$ cat config.mk
export PLATFORM = sky130hd
export DESIGN_NAME = tw_cfg_port
export DESIGN_NICKNAME = d
export VERILOG_FILES = /design/src/rtl/tw_cfg_pkg.sv /design/src/rtl/tw_sync.sv /design/src/rtl/tw_deser.sv /design/src/rtl/tw_regbank.sv /design/src/rtl/tw_cfg_port.sv
export SDC_FILE = /design/constraint.sdc
export NUM_CORES = 1
export LEC_CHECK = 0
export ABC_AREA = 1
export BUFFER_PORTS_ARGS = -buffer_cell sky130_fd_sc_hd__buf_4
export CAP_MARGIN = 20
export CORE_MARGIN = 3
export CORE_UTILIZATION = 40
export DETAILED_ROUTE_END_ITERATION = 6
export PLACE_DENSITY = 0.67
export SETUP_SLACK_MARGIN = 0.4
export SLEW_MARGIN = 20
export SYNTH_ARGS = -nofsm -noshare
export SYNTH_HDL_FRONTEND = slang
export SYNTH_SLANG_ARGS = --single-unit
$ cat constraint.sdc
create_clock -name clk -period 1.7 [get_ports clk]
set_clock_uncertainty 0.1 [all_clocks]
set_input_delay 0.085 -clock clk [delete_from_list [all_inputs] [get_ports clk]]
set_output_delay 0.085 -clock clk [all_outputs]
set_load 0.01 [all_outputs]
$ cat src/rtl/tw_cfg_pkg.sv
package tw_cfg_pkg;

    localparam int ADDR_W = 8;
    localparam int WORD_W = 24;
    localparam int CNT_W  = $clog2(WORD_W);

    // fixed control register locations
    localparam int SRST_IDX = 0;
    localparam int HOLD_IDX = 1;

    typedef logic [ADDR_W-1:0] addr_t;
    typedef logic [WORD_W-1:0] word_t;

    typedef struct packed {
        logic              sclk_prev;
        logic              in_data;
        logic [CNT_W-1:0]  cnt;
        addr_t             addr;
        word_t             shreg;
        logic              wr_en;
        addr_t             wr_addr;
        word_t             wr_data;
    } deser_st_t;

endpackage

$ cat src/rtl/tw_sync.sv
module tw_sync #(
    parameter int          W       = 1,
    parameter logic [W-1:0] RST_VAL = '0
) (
    input  logic         clk,
    input  logic         rst_n,
    input  logic [W-1:0] async_i,
    output logic [W-1:0] sync_o
);
    logic [W-1:0] meta_q, meta_d;
    logic [W-1:0] stab_q, stab_d;

    always_comb begin
        meta_d = async_i;
        stab_d = meta_q;
    end

    always_ff @(posedge clk or negedge rst_n) begin
        if (!rst_n) begin
            meta_q <= RST_VAL;
            stab_q <= RST_VAL;
        end else begin
            meta_q <= meta_d;
            stab_q <= stab_d;
        end
    end

    assign sync_o = stab_q;
endmodule

$ cat src/rtl/tw_deser.sv
module tw_deser
    import tw_cfg_pkg::*;
(
    input  logic  clk,
    input  logic  rst_n,
    input  logic  sclk_s,
    input  logic  sdat_s,
    input  logic  ld_n_s,
    output logic  wr_en_o,
    output addr_t wr_addr_o,
    output word_t wr_data_o
);
    localparam logic [CNT_W-1:0] ADDR_LAST = CNT_W'(ADDR_W - 1);
    localparam logic [CNT_W-1:0] WORD_LAST = CNT_W'(WORD_W - 1);

    deser_st_t st_q, st_d;
    logic      sclk_rise;

    always_comb begin
        st_d           = st_q;
        st_d.wr_en     = 1'b0;
        st_d.sclk_prev = sclk_s;
        sclk_rise      = sclk_s && !st_q.sclk_prev;

        if (ld_n_s) begin
            // outside a frame: drop any partial field
            st_d.in_data = 1'b0;
            st_d.cnt     = '0;
        end else if (sclk_rise) begin
            if (!st_q.in_data) begin
                st_d.addr = {sdat_s, st_q.addr[ADDR_W-1:1]};
                if (st_q.cnt == ADDR_LAST) begin
                    st_d.in_data = 1'b1;
                    st_d.cnt     = '0;
                end else begin
                    st_d.cnt = st_q.cnt + 1'b1;
                end
            end else begin
                st_d.shreg = {sdat_s, st_q.shreg[WORD_W-1:1]};
                if (st_q.cnt == WORD_LAST) begin
                    st_d.wr_en   = 1'b1;
                    st_d.wr_addr = st_q.addr;
                    st_d.wr_data = {sdat_s, st_q.shreg[WORD_W-1:1]};
                    st_d.addr    = st_q.addr + 1'b1;
                    st_d.cnt     = '0;
                end else begin
                    st_d.cnt = st_q.cnt + 1'b1;
                end
            end
        end
    end

    always_ff @(posedge clk or negedge rst_n) begin
        if (!rst_n) begin
            st_q <= '0;
        end else begin
            st_q <= st_d;
        end
    end

    assign wr_en_o   = st_q.wr_en;
    assign wr_addr_o = st_q.wr_addr;
    assign wr_data_o = st_q.wr_data;
endmodule

$ cat src/rtl/tw_regbank.sv
module tw_regbank
    import tw_cfg_pkg::*;
#(
    parameter int                   NUM_REGS    = 16,
    parameter int                   NARROW_W    = 16,
    parameter logic [NUM_REGS-1:0]  IMMED_MASK  = NUM_REGS'('h8),
    parameter logic [NUM_REGS-1:0]  NARROW_MASK = NUM_REGS'('hF0)
) (
    input  logic                       clk,
    input  logic                       rst_n,
    input  logic                       wr_en_i,
    input  addr_t                      wr_addr_i,
    input  word_t                      wr_data_i,
    input  logic                       sync_s,
    output logic                       commit_o,
    output logic                       hold_o,
    output logic [NUM_REGS*WORD_W-1:0] live_o,
    output logic [NUM_REGS*WORD_W-1:0] dflt_o
);
    localparam logic [NUM_REGS-1:0] IMM_ALL =
        IMMED_MASK | NUM_REGS'((1 << SRST_IDX) | (1 << HOLD_IDX));

    typedef logic [NUM_REGS-1:0][WORD_W-1:0] bank_t;

    typedef struct packed {
        bank_t shadow;
        bank_t live;
        logic  sync_prev;
    } bank_st_t;

    bank_t    wmask;
    bank_t    dflt;
    bank_st_t bk_q, bk_d;
    logic     commit;

    for (genvar gi = 0; gi < NUM_REGS; gi++) begin : g_reg
        if (gi == SRST_IDX || gi == HOLD_IDX) begin : g_ctl
            assign wmask[gi] = word_t'(1);
            assign dflt[gi]  = '0;
        end else if (NARROW_MASK[gi]) begin : g_nar
            assign wmask[gi] = word_t'((1 << NARROW_W) - 1);
            assign dflt[gi]  = word_t'(24'h5A0000 + 24'h000111 * gi) & wmask[gi];
        end else begin : g_full
            assign wmask[gi] = '1;
            assign dflt[gi]  = word_t'(24'h5A0000 + 24'h000111 * gi);
        end
    end

    always_comb begin
        bk_d           = bk_q;
        bk_d.sync_prev = sync_s;
        commit         = bk_q.sync_prev && !sync_s && !bk_q.live[HOLD_IDX][0];

        if (commit) begin
            for (int i = 0; i < NUM_REGS; i++) begin
                if (!IMM_ALL[i]) begin
                    bk_d.live[i] = bk_q.shadow[i];
                end
            end
        end

        if (wr_en_i) begin
            for (int i = 0; i < NUM_REGS; i++) begin
                if (wr_addr_i == ADDR_W'(i)) begin
                    if (i == SRST_IDX) begin
                        if (wr_data_i[0]) begin
                            bk_d.shadow = dflt;
                            bk_d.live   = dflt;
                        end
                    end else begin
                        bk_d.shadow[i] = wr_data_i & wmask[i];
                        if (IMM_ALL[i]) begin
                            bk_d.live[i] = wr_data_i & wmask[i];
                        end
                    end
                end
            end
        end
    end

    always_ff @(posedge clk or negedge rst_n) begin
        if (!rst_n) begin
            bk_q.shadow    <= dflt;
            bk_q.live      <= dflt;
            bk_q.sync_prev <= 1'b1;
        end else begin
            bk_q <= bk_d;
        end
    end

    assign commit_o = commit;
    assign hold_o   = bk_q.live[HOLD_IDX][0];
    assign live_o   = bk_q.live;
    assign dflt_o   = dflt;
endmodule

$ cat src/rtl/tw_cfg_port.sv
module tw_cfg_port
    import tw_cfg_pkg::*;
#(
    parameter int                   NUM_REGS    = 16,
    parameter int                   NARROW_W    = 16,
    parameter logic [NUM_REGS-1:0]  IMMED_MASK  = NUM_REGS'('h8),
    parameter logic [NUM_REGS-1:0]  NARROW_MASK = NUM_REGS'('hF0)
) (
    input  logic                       clk,
    input  logic                       rst_n,
    input  logic                       ser_clk_i,
    input  logic                       ser_dat_i,
    input  logic                       ser_ld_n_i,
    input  logic                       sync_n_i,
    output logic [NUM_REGS*WORD_W-1:0] cfg_live_o
);
    logic                       sclk_s, sdat_s, ld_n_s, sync_s;
    logic                       wr_en;
    addr_t                      wr_addr;
    word_t                      wr_data;
    logic                       commit;
    logic                       hold;
    logic [NUM_REGS*WORD_W-1:0] dflt_flat;

    // idle levels: clock low, data low, load high, sync high
    tw_sync #(.W(4), .RST_VAL(4'b0011)) u_sync (
        .clk     (clk),
        .rst_n   (rst_n),
        .async_i ({ser_clk_i, ser_dat_i, ser_ld_n_i, sync_n_i}),
        .sync_o  ({sclk_s, sdat_s, ld_n_s, sync_s})
    );

    tw_deser u_deser (
        .clk       (clk),
        .rst_n     (rst_n),
        .sclk_s    (sclk_s),
        .sdat_s    (sdat_s),
        .ld_n_s    (ld_n_s),
        .wr_en_o   (wr_en),
        .wr_addr_o (wr_addr),
        .wr_data_o (wr_data)
    );

    tw_regbank #(
        .NUM_REGS    (NUM_REGS),
        .NARROW_W    (NARROW_W),
        .IMMED_MASK  (IMMED_MASK),
        .NARROW_MASK (NARROW_MASK)
    ) u_bank (
        .clk       (clk),
        .rst_n     (rst_n),
        .wr_en_i   (wr_en),
        .wr_addr_i (wr_addr),
        .wr_data_i (wr_data),
        .sync_s    (sync_s),
        .commit_o  (commit),
        .hold_o    (hold),
        .live_o    (cfg_live_o),
        .dflt_o    (dflt_flat)
    );
endmodule

# ---- Yosys cells after proc, flatten, opt, wreduce, memory -nomap -nowiden
# Index checks and enable logic that the tools add are counted.
dict set report op_classes {
  add_sub_neg 2
  mul 0
  div 0
  magnitude_cmp 0
  eq_ne 18
  shifts 0
  n_mux 31
  bitwise_logic 1
  reduce_logical 56
}
# cell n
set ops {}
lappend ops {{768-bit 2-to-1 mux} 2}
lappend ops {{24-bit 2-to-1 mux} 16}
lappend ops {{384-bit 2-to-1 mux} 1}
lappend ops {{288-bit 2-to-1 mux} 1}
lappend ops {{71-bit 2-to-1 mux} 1}
lappend ops {{33-bit 2-to-1 mux} 2}
lappend ops {{8-bit by 4-bit == test with 1-bit output (second input constant)} 8}
lappend ops {{2-bit nonzero test} 31}
lappend ops {{57-bit 2-to-1 mux} 1}
lappend ops {{3-bit AND reduction} 17}
lappend ops {{8-bit by 3-bit == test with 1-bit output (second input constant)} 4}
lappend ops {{8-bit by 2-bit == test with 1-bit output (second input constant)} 2}
lappend ops {{13-bit 2-to-1 mux} 1}
lappend ops {{5-bit 2-to-1 mux} 2}
lappend ops {{8-bit by 1-bit adder with 8-bit output (second input constant)} 1}
lappend ops {{8-bit by 1-bit == test with 1-bit output (second input constant)} 1}
lappend ops {{8-bit zero test} 1}
lappend ops {{8-bit 2-to-1 mux} 1}
lappend ops {{6-bit 2-to-1 mux} 1}
lappend ops {{5-bit by 1-bit adder with 5-bit output (second input constant)} 1}
lappend ops {{5-bit by 3-bit == test with 1-bit output (second input constant)} 1}
lappend ops {{5-bit == test (second input constant)} 1}
lappend ops {{4-bit AND reduction} 1}
lappend ops {{1-bit logical AND} 3}
lappend ops {{4 further kinds} 7}
dict set report word_totals {
  register_bits 753
  latchBits 0
  ramBits 0
  romBits 0
  inputBits 6
  elab_cells 147
  memories 0
}

# ---- Longest topological paths before layout
# Gate-level depths: netlist (run 1).
dict set report logic_depth {
  depth_word 8
  ltp_mapped 10
  depth_no_buf 9
}

# ---- Hierarchy
# From an unflattened synthesis (run 1), not the netlist that was laid out.
dict set report hier_totals {
  hier_cells 4574
  area_unflattened_um2 36711.5
}
# module n_inst cells_per_inst area_per_inst_um2 seq_area_each_um2
set modules_own_cells {}
lappend modules_own_cells {tw_regbank 1 4196 33058.0 15786.4}
lappend modules_own_cells {tw_deser 1 370 3448.3 1776.7}
lappend modules_own_cells {tw_sync 1 8 205.2 205.2}

# ---- Worst setup path after synthesis (run 1)
# No wires, ideal clock.
dict set report synth_path {
  kind {register to register}
  startpoint {register u_bank.bk_q[0] (netlist name)}
  endpoint {register u_bank.bk_q (netlist bit u_bank.live_o[301])}
  setup_ns 0.077
  t_arrival_ns 1.475
  t_required_ns 1.523
  path_slack_ns 0.048
  stages_incl_launch_ff 6
  path_buffers 3
  cell_sequence {dfstp_2 > clkbuf_1 > buf_2 > buf_1 > nand3_1 > a21oi_1}
}
# element line_no
set synth_lines {}
lappend synth_lines {{start: declaration} tw_regbank.sv:33} ;# bank_st_t bk_q, bk_d;
lappend synth_lines {{start signal: assignment} tw_regbank.sv:87} ;# bk_q <= bk_d;

# ---- Final worst setup path (run 1)
dict set report layout_path {
  startpoint {register u_deser.st_q (netlist bit u_deser.wr_addr_o[6])}
  endpoint {register u_bank.bk_q[543] (netlist name)}
}
dict set report layout_between {
  elab_chain_len 3
  elab_cells_between_ends 6
}
# element line_no
set layout_lines {}
lappend layout_lines {{start: declaration} tw_deser.sv:16} ;# deser_st_t st_q, st_d;
lappend layout_lines {{start signal: assignment} tw_deser.sv:57} ;# st_q <= st_d;
lappend layout_lines {{8-bit by 3-bit == test with 1-bit output / 8-bit zero test (equally long branches)} tw_regbank.sv:64} ;# if (wr_addr_i == ADDR_W'(i)) begin
lappend layout_lines {{2-bit nonzero test (no line)} -}
lappend layout_lines {{3-bit AND reduction (no line)} -}
# Parallel ways exist; a longest one is shown, timed or not.
# A chain may end at the register's enable or synchronous reset.

==> run summary, run 1 <==
By instance count, the cell type seen most on the critical path is sky130_fd_sc_hd__nand2_4. The logic depth of the worst setup path including buffers works out to 8. The slew at the pin closest to its max-slew limit works out to 811 ps. The synthesized netlist occupies a cell area of 31,400 sq um. For the least setup slack across all paths after layout, the log shows -133 ps.

TritonCTS built the clock tree. STA classifies the critical path endpoint as a flip-flop. The die covers 82,000 sq um. Together, buffers and inverters on the worst path number 2. Summed over all instances, the cell type with the most area after synthesis is sky130_fd_sc_hd__dfrtp_1. Setup repair after global routing could not meet its margin everywhere. The worst setup path is of the reg2reg kind. Cells with a size suffix above 1 make up 33.6% of the layout. Synthesized area per cell: 9.11 sq um.

The count of cells in the finished layout, fillers not included, comes to 4,667. Among all stages on the critical path, the largest delay is contributed by sky130_fd_sc_hd__dfrtp_1. After detailed routing, the number of remaining DRC violations is 0.

The total global routing track utilization was 21.9%; the count of cells along the worst hold path was 2. The routed layout has 23.9k vias. The routed design has 93.7 mm of wire. Across the run, the number of max-cap violations was 0.

The logs give 4,468 for the number of cells after detailed placement and 3,570 for the number of nets in the final layout. Counting along the longest clock path gives a buffer depth of 3. On the worst path, the slowest cell contributes a delay of 410 ps. The row count is 102. The first global-routing pass estimated 140 mm of wire. Per report_power, the combinational group accounts for 3.2% of the total. For the worst setup path, the data arrival time is 2210 ps. The logs give 2080 ps for the required time at the endpoint of the critical path and -123 ps for the worst-case setup slack after placement. From synthesis to final layout, the design area changed by 24.4%. The final reports fail on negative setup slack. Setup violations remaining at the end of the flow were counted as 499. The run gives 0 as the aggregate global routing overflow. Traced cell by cell, the critical path runs through nor2_4, nand2_4, nor2_8, buf_12, nand2_4, buf_16, nand3_1, o21ai_0. Derived from the worst setup path, the maximum achievable clock frequency is 546 MHz. Total power for the finished layout comes to 36.0 mW. Summing the sequential cell areas from Yosys gives 56.5% of the chip area.

For the worst flop-to-flop path, the logic depth is 8. Horizontal die dimension: 286 um. Biggest fanout along the worst timing path: 7. Number of antenna diodes: 0. The worst pin sits at a relative slew slack of 45.9%. Once layout is complete, the utilization of the core stands at 50.4%. The placed cell area was 34,700 sq um. The number of buffers added by the clock tree synthesis step was 78. The tools report the part of the power in registers as 46.5%.

The pin count of the biggest net entering global routing is 88. For this design the static power due to leakage is 18.7 nW. The tools report the total I/O pin count as 390. Total clock sinks: 697. The initial antenna violation count was 1. The count of input and output buffers came out at 342.

After floorplanning, the core was sized to cover 77,600 sq um. The number of slew-limit violations in the final report is 0. The floorplan step set the die height to 286 um. Time the final worst path needs with I/O delays and setup: 1830 ps. Grouping stages by cell kind, the critical path spends the most delay in simple AND/OR/NAND/NOR gates. Internal portion of total power: 28.0 mW.

Dividing the detail-routed via count by the number of cells gives 5.12. The fraction of post-synthesis cell area in the top cell type by area was 34.7%; the average detailed-routed wire length per instance was 20.1 um. The tools report the first-pass iteration count of the detailed router as 6. STA classifies the critical path startpoint as a flip-flop. For the number of hold violations in the final report, the log shows 0. For the final routed database, the setup TNS stands at -25,150 ps. The post-DP HPWL came out at 59.4 mm. The number of global-route vias before repair came out at 22.9k. The tightest min-delay check is of the in2reg type. The post-synthesis instance total is 3,448, and the clock transition at the registers of the reported paths is 60 ps. The switching share of total power came out at 22.2%. The tree is rooted in a sky130_fd_sc_hd__clkbuf_16. The period utilization works out to 108%.

The tools report the effective utilization at floorplan as 40.5%. After routing the design area is 39,100 sq um. The power density over cell area was 921 nW/um^2; the final RePlAce weighted congestion was 0.838. The net switching power came out at 7.98 mW. By area the synthesized netlist is led by sky130_fd_sc_hd__dfrtp_1 35%, sky130_fd_sc_hd__dfstp_2 22%, sky130_fd_sc_hd__buf_4 9.3%. VDD sags by at most 0.669 mV. The tools report the yosys synthesis warning count as 0. Synthesis instantiated 31 different standard cells from the library. The clock reaches the later pin of the worst-skew pair after 630 ps.

The register bit count reported by yosys is 697. In this run the number of H-tree levels came out at 3. The flow ran to the end, but the final reports show violations.

In this run the remaining antenna-violating nets after routing total 0. The clock share of power is 50.3%, and the worst slack on hold paths is 45.4 ps. For this block, the initial DRC count from the detailed router was 2,240.
==> cells in the mapped netlist <==
library cell	n
sky130_fd_sc_hd__a21oi_1	157
sky130_fd_sc_hd__a21oi_2	1
sky130_fd_sc_hd__buf_1	15
sky130_fd_sc_hd__buf_2	90
sky130_fd_sc_hd__buf_4	389
sky130_fd_sc_hd__buf_6	1
sky130_fd_sc_hd__clkbuf_1	126
sky130_fd_sc_hd__conb_1	1
sky130_fd_sc_hd__dfrtp_1	436
sky130_fd_sc_hd__dfstp_2	261
sky130_fd_sc_hd__ha_1	2
sky130_fd_sc_hd__inv_1	253
sky130_fd_sc_hd__inv_2	5
sky130_fd_sc_hd__nand2_1	650
sky130_fd_sc_hd__nand2_2	7
sky130_fd_sc_hd__nand2_4	1
sky130_fd_sc_hd__nand3_1	564
sky130_fd_sc_hd__nand3_2	2
sky130_fd_sc_hd__nand3_4	1
sky130_fd_sc_hd__nand4_1	2
sky130_fd_sc_hd__nor2_1	107
sky130_fd_sc_hd__nor2_2	3
sky130_fd_sc_hd__nor2_4	6
sky130_fd_sc_hd__nor2_8	1
sky130_fd_sc_hd__nor3_1	2
sky130_fd_sc_hd__o211ai_1	90
sky130_fd_sc_hd__o21ai_0	229
sky130_fd_sc_hd__o21ai_1	42
sky130_fd_sc_hd__or2_2	1
sky130_fd_sc_hd__xnor2_1	1
sky130_fd_sc_hd__xor2_1	2
==> layer usage <==
layer,routed length [um],part of all wire (%),vias up,GRT usage (%)
li1,-,-,11100,-
met1,41200,44,11900,30.8
met2,44100,47,808,34.8
met3,6140,6.6,126,3.88
met4,2240,2.4,0,6.18
met5,0,0,-,0
==> placed cells by master, fill, tap and decap left out, types with 5 or more instances in the layout <==
cell,instances
sky130_fd_sc_hd__nor2_1,96
sky130_fd_sc_hd__nor2_2,9
sky130_fd_sc_hd__clkinv_2,6
sky130_fd_sc_hd__clkbuf_16,96
sky130_fd_sc_hd__bufinv_16,9
sky130_fd_sc_hd__inv_6,5
sky130_fd_sc_hd__o21ai_1,205
sky130_fd_sc_hd__conb_1,47
sky130_fd_sc_hd__nand3_4,7
sky130_fd_sc_hd__inv_1,246
sky130_fd_sc_hd__buf_12,83
sky130_fd_sc_hd__nand2_4,9
sky130_fd_sc_hd__a21oi_1,120
sky130_fd_sc_hd__dlygate4sd3_1,8
sky130_fd_sc_hd__nand2_1,633
sky130_fd_sc_hd__nand2_8,6
sky130_fd_sc_hd__dfstp_2,260
sky130_fd_sc_hd__dfrtp_1,436
sky130_fd_sc_hd__buf_4,471
sky130_fd_sc_hd__inv_2,10
sky130_fd_sc_hd__o21ai_2,5
sky130_fd_sc_hd__nand3_1,444
sky130_fd_sc_hd__buf_6,13
sky130_fd_sc_hd__clkbuf_8,21
sky130_fd_sc_hd__o21ai_0,61
sky130_fd_sc_hd__o211ai_1,90
sky130_fd_sc_hd__nor2_4,11
sky130_fd_sc_hd__clkinv_8,5
sky130_fd_sc_hd__nand2_2,12
sky130_fd_sc_hd__a21oi_2,37
sky130_fd_sc_hd__buf_16,13
sky130_fd_sc_hd__clkbuf_1,17
sky130_fd_sc_hd__nand3_2,116
==> final timing paths <==
path	slack (ps)	from	endpoint
worst max register to register	-130	u_deser.wr_addr_o[6]	u_bank.bk_q[543]
worst min register to register	250	u_sync.meta_q[3]	u_sync.sync_o[3]
max in group asynchronous	510	rst_n	u_deser.st_q[68]
worst max-delay path	-130	u_deser.wr_addr_o[6]	u_bank.bk_q[543]
min in group asynchronous	60	rst_n	u_bank.live_o[98]
worst min-delay path	50	ser_clk_i	u_sync.meta_q[3]
==> logic make-up after synthesis <==
family | synth area share, %
compound gates | 9.00
xor+xnor | 0.0836
fa+ha+maj | 0.0796
buf+inv | 15.5
flops | 56.5
other cells | 0.0119
simple gates | 18.8
==> layout make-up <==
class / count / area [sq um]
inverters: 258 / 977
well taps: 1040 / 1300
flip-flops and latches: 697 / 17800
repair buffers: 607 / 6240
clock inverters: 27 / 439
clock buffers: 118 / 2350
fillers: 6984 / 38500
multi-input cells: 1920 / 10000
==> sequential cells by signal (all words and copies together) (netlist names) <==
signal	count
u_deser.st_q	38
u_deser.wr_data_o	24
u_sync.meta_q	4
u_deser.wr_en_o	1
u_deser.wr_addr_o	8
u_bank.hold_o	1
u_sync.sync_o	4
u_bank.bk_q	281
u_bank.live_o	336
==> worst register-to-register path, stage by stage (launching register included) <==
cell and delay, ps:
sky130_fd_sc_hd__dfrtp_1 410, sky130_fd_sc_hd__nor2_4 130, sky130_fd_sc_hd__nand2_4 100, sky130_fd_sc_hd__nor2_8 210, sky130_fd_sc_hd__buf_12 150, sky130_fd_sc_hd__nand2_4 160
sky130_fd_sc_hd__buf_16 200, sky130_fd_sc_hd__nand3_1 100, sky130_fd_sc_hd__o21ai_0 120
==> power groups by stage <==
stage | clock network [mW] | registers, mW | logic [mW]
floorplan | 0 | 17.0 | 0.506
global placement | 0 | 17.0 | 1.12
detailed placement | 0 | 17.0 | 1.13
CTS | 18.5 | 16.7 | 1.16
global route | 19.2 | 16.7 | 1.27
finish | 18.1 | 16.7 | 1.14
==> what timing repair did <==
item | in CTS | in global routing
setup endpoints to repair | 1021 | 1023
pin swaps | 15 | 14
hold endpoints to repair | 662 | 0
hold buffers | 8 | 0
buffers inserted | 14 | 3
cloned | 10 | 19
resized for setup | 105 | 55
Note: power is estimated with default switching activity, not from simulation.
==> run 2, diff against run 1 <==
Settings changed: MAX_ROUTING_LAYER set to met4.
==> run summary, run 2 (synthesis results as in run 1) <==
The flow ran to the end, but the final reports show violations. The final reports fail on negative setup slack. The worst IR drop on VDD was 0.672 mV (+0.43%); the horizontal die dimension was 286 um (unchanged). In the layout the commonest cells are 633 x sky130_fd_sc_hd__nand2_1, 471 x sky130_fd_sc_hd__buf_4, 443 x sky130_fd_sc_hd__nand3_1, 436 x sky130_fd_sc_hd__dfrtp_1, 260 x sky130_fd_sc_hd__dfstp_2. The logs give 39,100 sq um (about the same) for the cell area after layout and 3,567 (-0.084%) for the number of nets in the final layout. The number of design rule violations left after detail routing came out at 0 (unchanged). The number of flip-flops under the largest register name is 336 (unchanged). The worst hold path terminates at u_sync.meta_q[3]. The worst hold path begins at ser_clk_i.

The number of cells after detailed placement is 4,468 (unchanged), and the least setup slack across all paths after layout is -124 ps (+8.80 ps). The overall die height works out to 286 um (unchanged). The average detailed-routed wire length per instance is 20.1 um (about the same), and the time the final worst path needs with I/O delays and setup is 1820 ps (-8.80 ps). The run gives 6,988 (+0.057%) as the filler cell count. The slew at the pin closest to its max-slew limit is 827 ps (+15.9 ps).

The count of input and output buffers is 342 (unchanged). The number of standard cells in the final layout excluding fillers was 4,664 (-0.064%). The clock latency reported for the late side of the worst-skew pair was 630 ps (about the same); the layout overhead on the synthesized area was 24.3% (about the same). The total area of multi-input combinational cells is 10,000 sq um (about the same). Worst slew slack as a fraction of its limit: 44.9% (-1.1 points). The pin count of the biggest net entering global routing was 88 (unchanged); the per-cell via count in the routed design was 5.11 (-0.25%). TritonCTS built the clock tree. The maximum level of the CTS H-tree is 3 (unchanged). The logs give 59.4 mm (unchanged) for the post-DP HPWL and 2,217 (-1.0%) for the number of DRC markers after the initial detailed-route iteration. The number of cells on the worst reg-to-reg path was 10 (+2). For the worst-case setup slack after placement, the log shows -123 ps (unchanged).

The type of the tightest min-delay check was in2reg. Total global routing track utilization: 22.5% (+0.65 points). The clock transition at the registers of the reported paths was 60 ps (about the same). The category of the worst setup path launch point is a flip-flop. The logs give 82,000 sq um (unchanged) for the total die area and 23.8k (-0.32%) for the total via count after detailed routing.

The first-pass iteration count of the detailed router is 6 (unchanged), and the number of slew-limit violations in the final report is 0 (unchanged). The run gives 36.0 mW (about the same) as the sum of internal, switching and leakage power. The leakage power came out at 18.6 nW (about the same). The initial antenna violation count came out at 1 (unchanged). The endpoint identified for the worst register-to-register timing path is u_bank.bk_q[650]. The buffer levels on the longest clock path is 3 (unchanged). The tools report the source of the worst register-to-register timing path as u_deser.wr_addr_o[6]. The run gives 0 (unchanged) as the aggregate global routing overflow. Critical path endpoint category: a flip-flop.

The aggregate negative setup slack was -25,030 ps (+127 ps). The fmax was 548 MHz (+0.48%). The tree is rooted in a sky130_fd_sc_hd__clkbuf_16. The register cell area after layout is 17,800 sq um (unchanged), and the flop-to-flop setup slack is -120 ps (about the same).

The biggest fanout along the worst timing path is 7 (unchanged), and the standard cell core area is 77,600 sq um (unchanged). The total clock sinks came out at 697 (unchanged). The antenna violation net count after detailed routing was 0 (unchanged); the number of global-route vias before repair was 22.9k (-0.087%). The worst path arrival time came out at 2260 ps (+50 ps). The critical path startpoint was u_deser.wr_addr_o[6]. The global-route wire length before repair was 140 mm (about the same). Required time at the endpoint of the critical path: 2140 ps (+60 ps). The row count was 102 (unchanged). The final RePlAce weighted congestion is 0.851 (+1.6%), and the number of violations of the max-capacitance limit is 0 (unchanged). For the number of antenna diodes, the log shows 0 (unchanged). The placed cell area was 34,700 sq um (unchanged); the count of cells along the worst hold path was 2 (unchanged).

The type of the worst setup path is reg2reg. Most common cell after layout, fill and taps aside: sky130_fd_sc_hd__nand2_1. The total I/O pin count is 390 (unchanged), and the number of hold violations in the final report is 0 (unchanged). The number of buffers added by the clock tree synthesis step is 78 (unchanged), and the total wirelength of the detailed-routed design is 93.6 mm (-0.15%).

The effective utilization at floorplan is 40.5% (unchanged), and the share of layout cells above drive strength 1 is 33.6% (about the same). For the final number of setup-violating endpoints, the log shows 503 (+0.80%). The power density over cell area is 922 nW/um^2 (+0.16%), and the period utilization is 107% (-0.52 points). Setup repair after global routing could not meet its margin everywhere.
[run 2: layer usage]
metal / global-route usage, % / share of wire, % / routed length [um] / vias to the layer above
met3: 3.81 / 6.3 / 5870 / 131
met4: 6.15 / 2.4 / 2270 / 0
met2: 34.8 / 47 / 44000 / 780
li1: - / - / - / 11100
met5: - / 0 / 0 / -
met1: 30.8 / 44 / 41400 / 11800
[run 2: final cells by class]
class	instances	share of cell area [%]
clock buffers	118	6.03
clock inverters	27	1.12
inverters	258	2.50
multi-input cells	1920	25.6
flip-flops and latches	697	45.5
well taps	1040	3.33
repair buffers	604	15.9
[run 2: worst max-delay path: stages, from the launching register on]
cell	delay (ps)
sky130_fd_sc_hd__dfrtp_1	410
sky130_fd_sc_hd__nor2_4	130
sky130_fd_sc_hd__nand2_4	100
sky130_fd_sc_hd__nor2_8	200
sky130_fd_sc_hd__nand2_8	150
sky130_fd_sc_hd__buf_12	170
sky130_fd_sc_hd__buf_16	150
sky130_fd_sc_hd__buf_12	140
sky130_fd_sc_hd__nand3_2	60
sky130_fd_sc_hd__nand2_1	60
sky130_fd_sc_hd__inv_1	70
[run 2: worst max-delay path by stage]
| stage | slack, ps | to | cells after the start |
|---|---|---|---|
| 3_5_place_dp | -120 | u_bank.bk_q[605] | 9 |
| 4_1_cts | -110 | u_bank.live_o[318] | 8 |
| 3_3_place_gp | -120 | u_bank.bk_q[609] | 9 |
| 6_report | -120 | u_bank.bk_q[650] | 10 |
| 5_1_grt | -220 | u_bank.bk_q[716] | 9 |
| 2_1_floorplan | 110 | u_bank.bk_q[638] | 8 |
[run 2: timing repair]
action                                  in CTS  in global routing
setup buffers                               14                  1
hold buffers                                 8                  0
cloned                                      10                 18
gates resized for setup                    105                 54
pin swaps                                   15                 14
endpoints found under the setup margin    1021               1023
endpoints found under the hold margin      662                  0
[run 2: where the power goes]
part	internal, mW	switching, mW	leakage [nW]
Sequential	16.7	0.0601	8.77
Clock	11.0	7.12	1.37
Combinational	0.315	0.826	8.50
Total	28.0	8.00	18.6
[run 2: metrics by stage]
step	utilization [%]	hold WS (ps)
final	50.3	42.6
after global routing	50.3	12.9
after CTS	49.5	0.484
after detailed placement	44.8	-122
after global placement	44.8	-123
after floorplan	-	-311
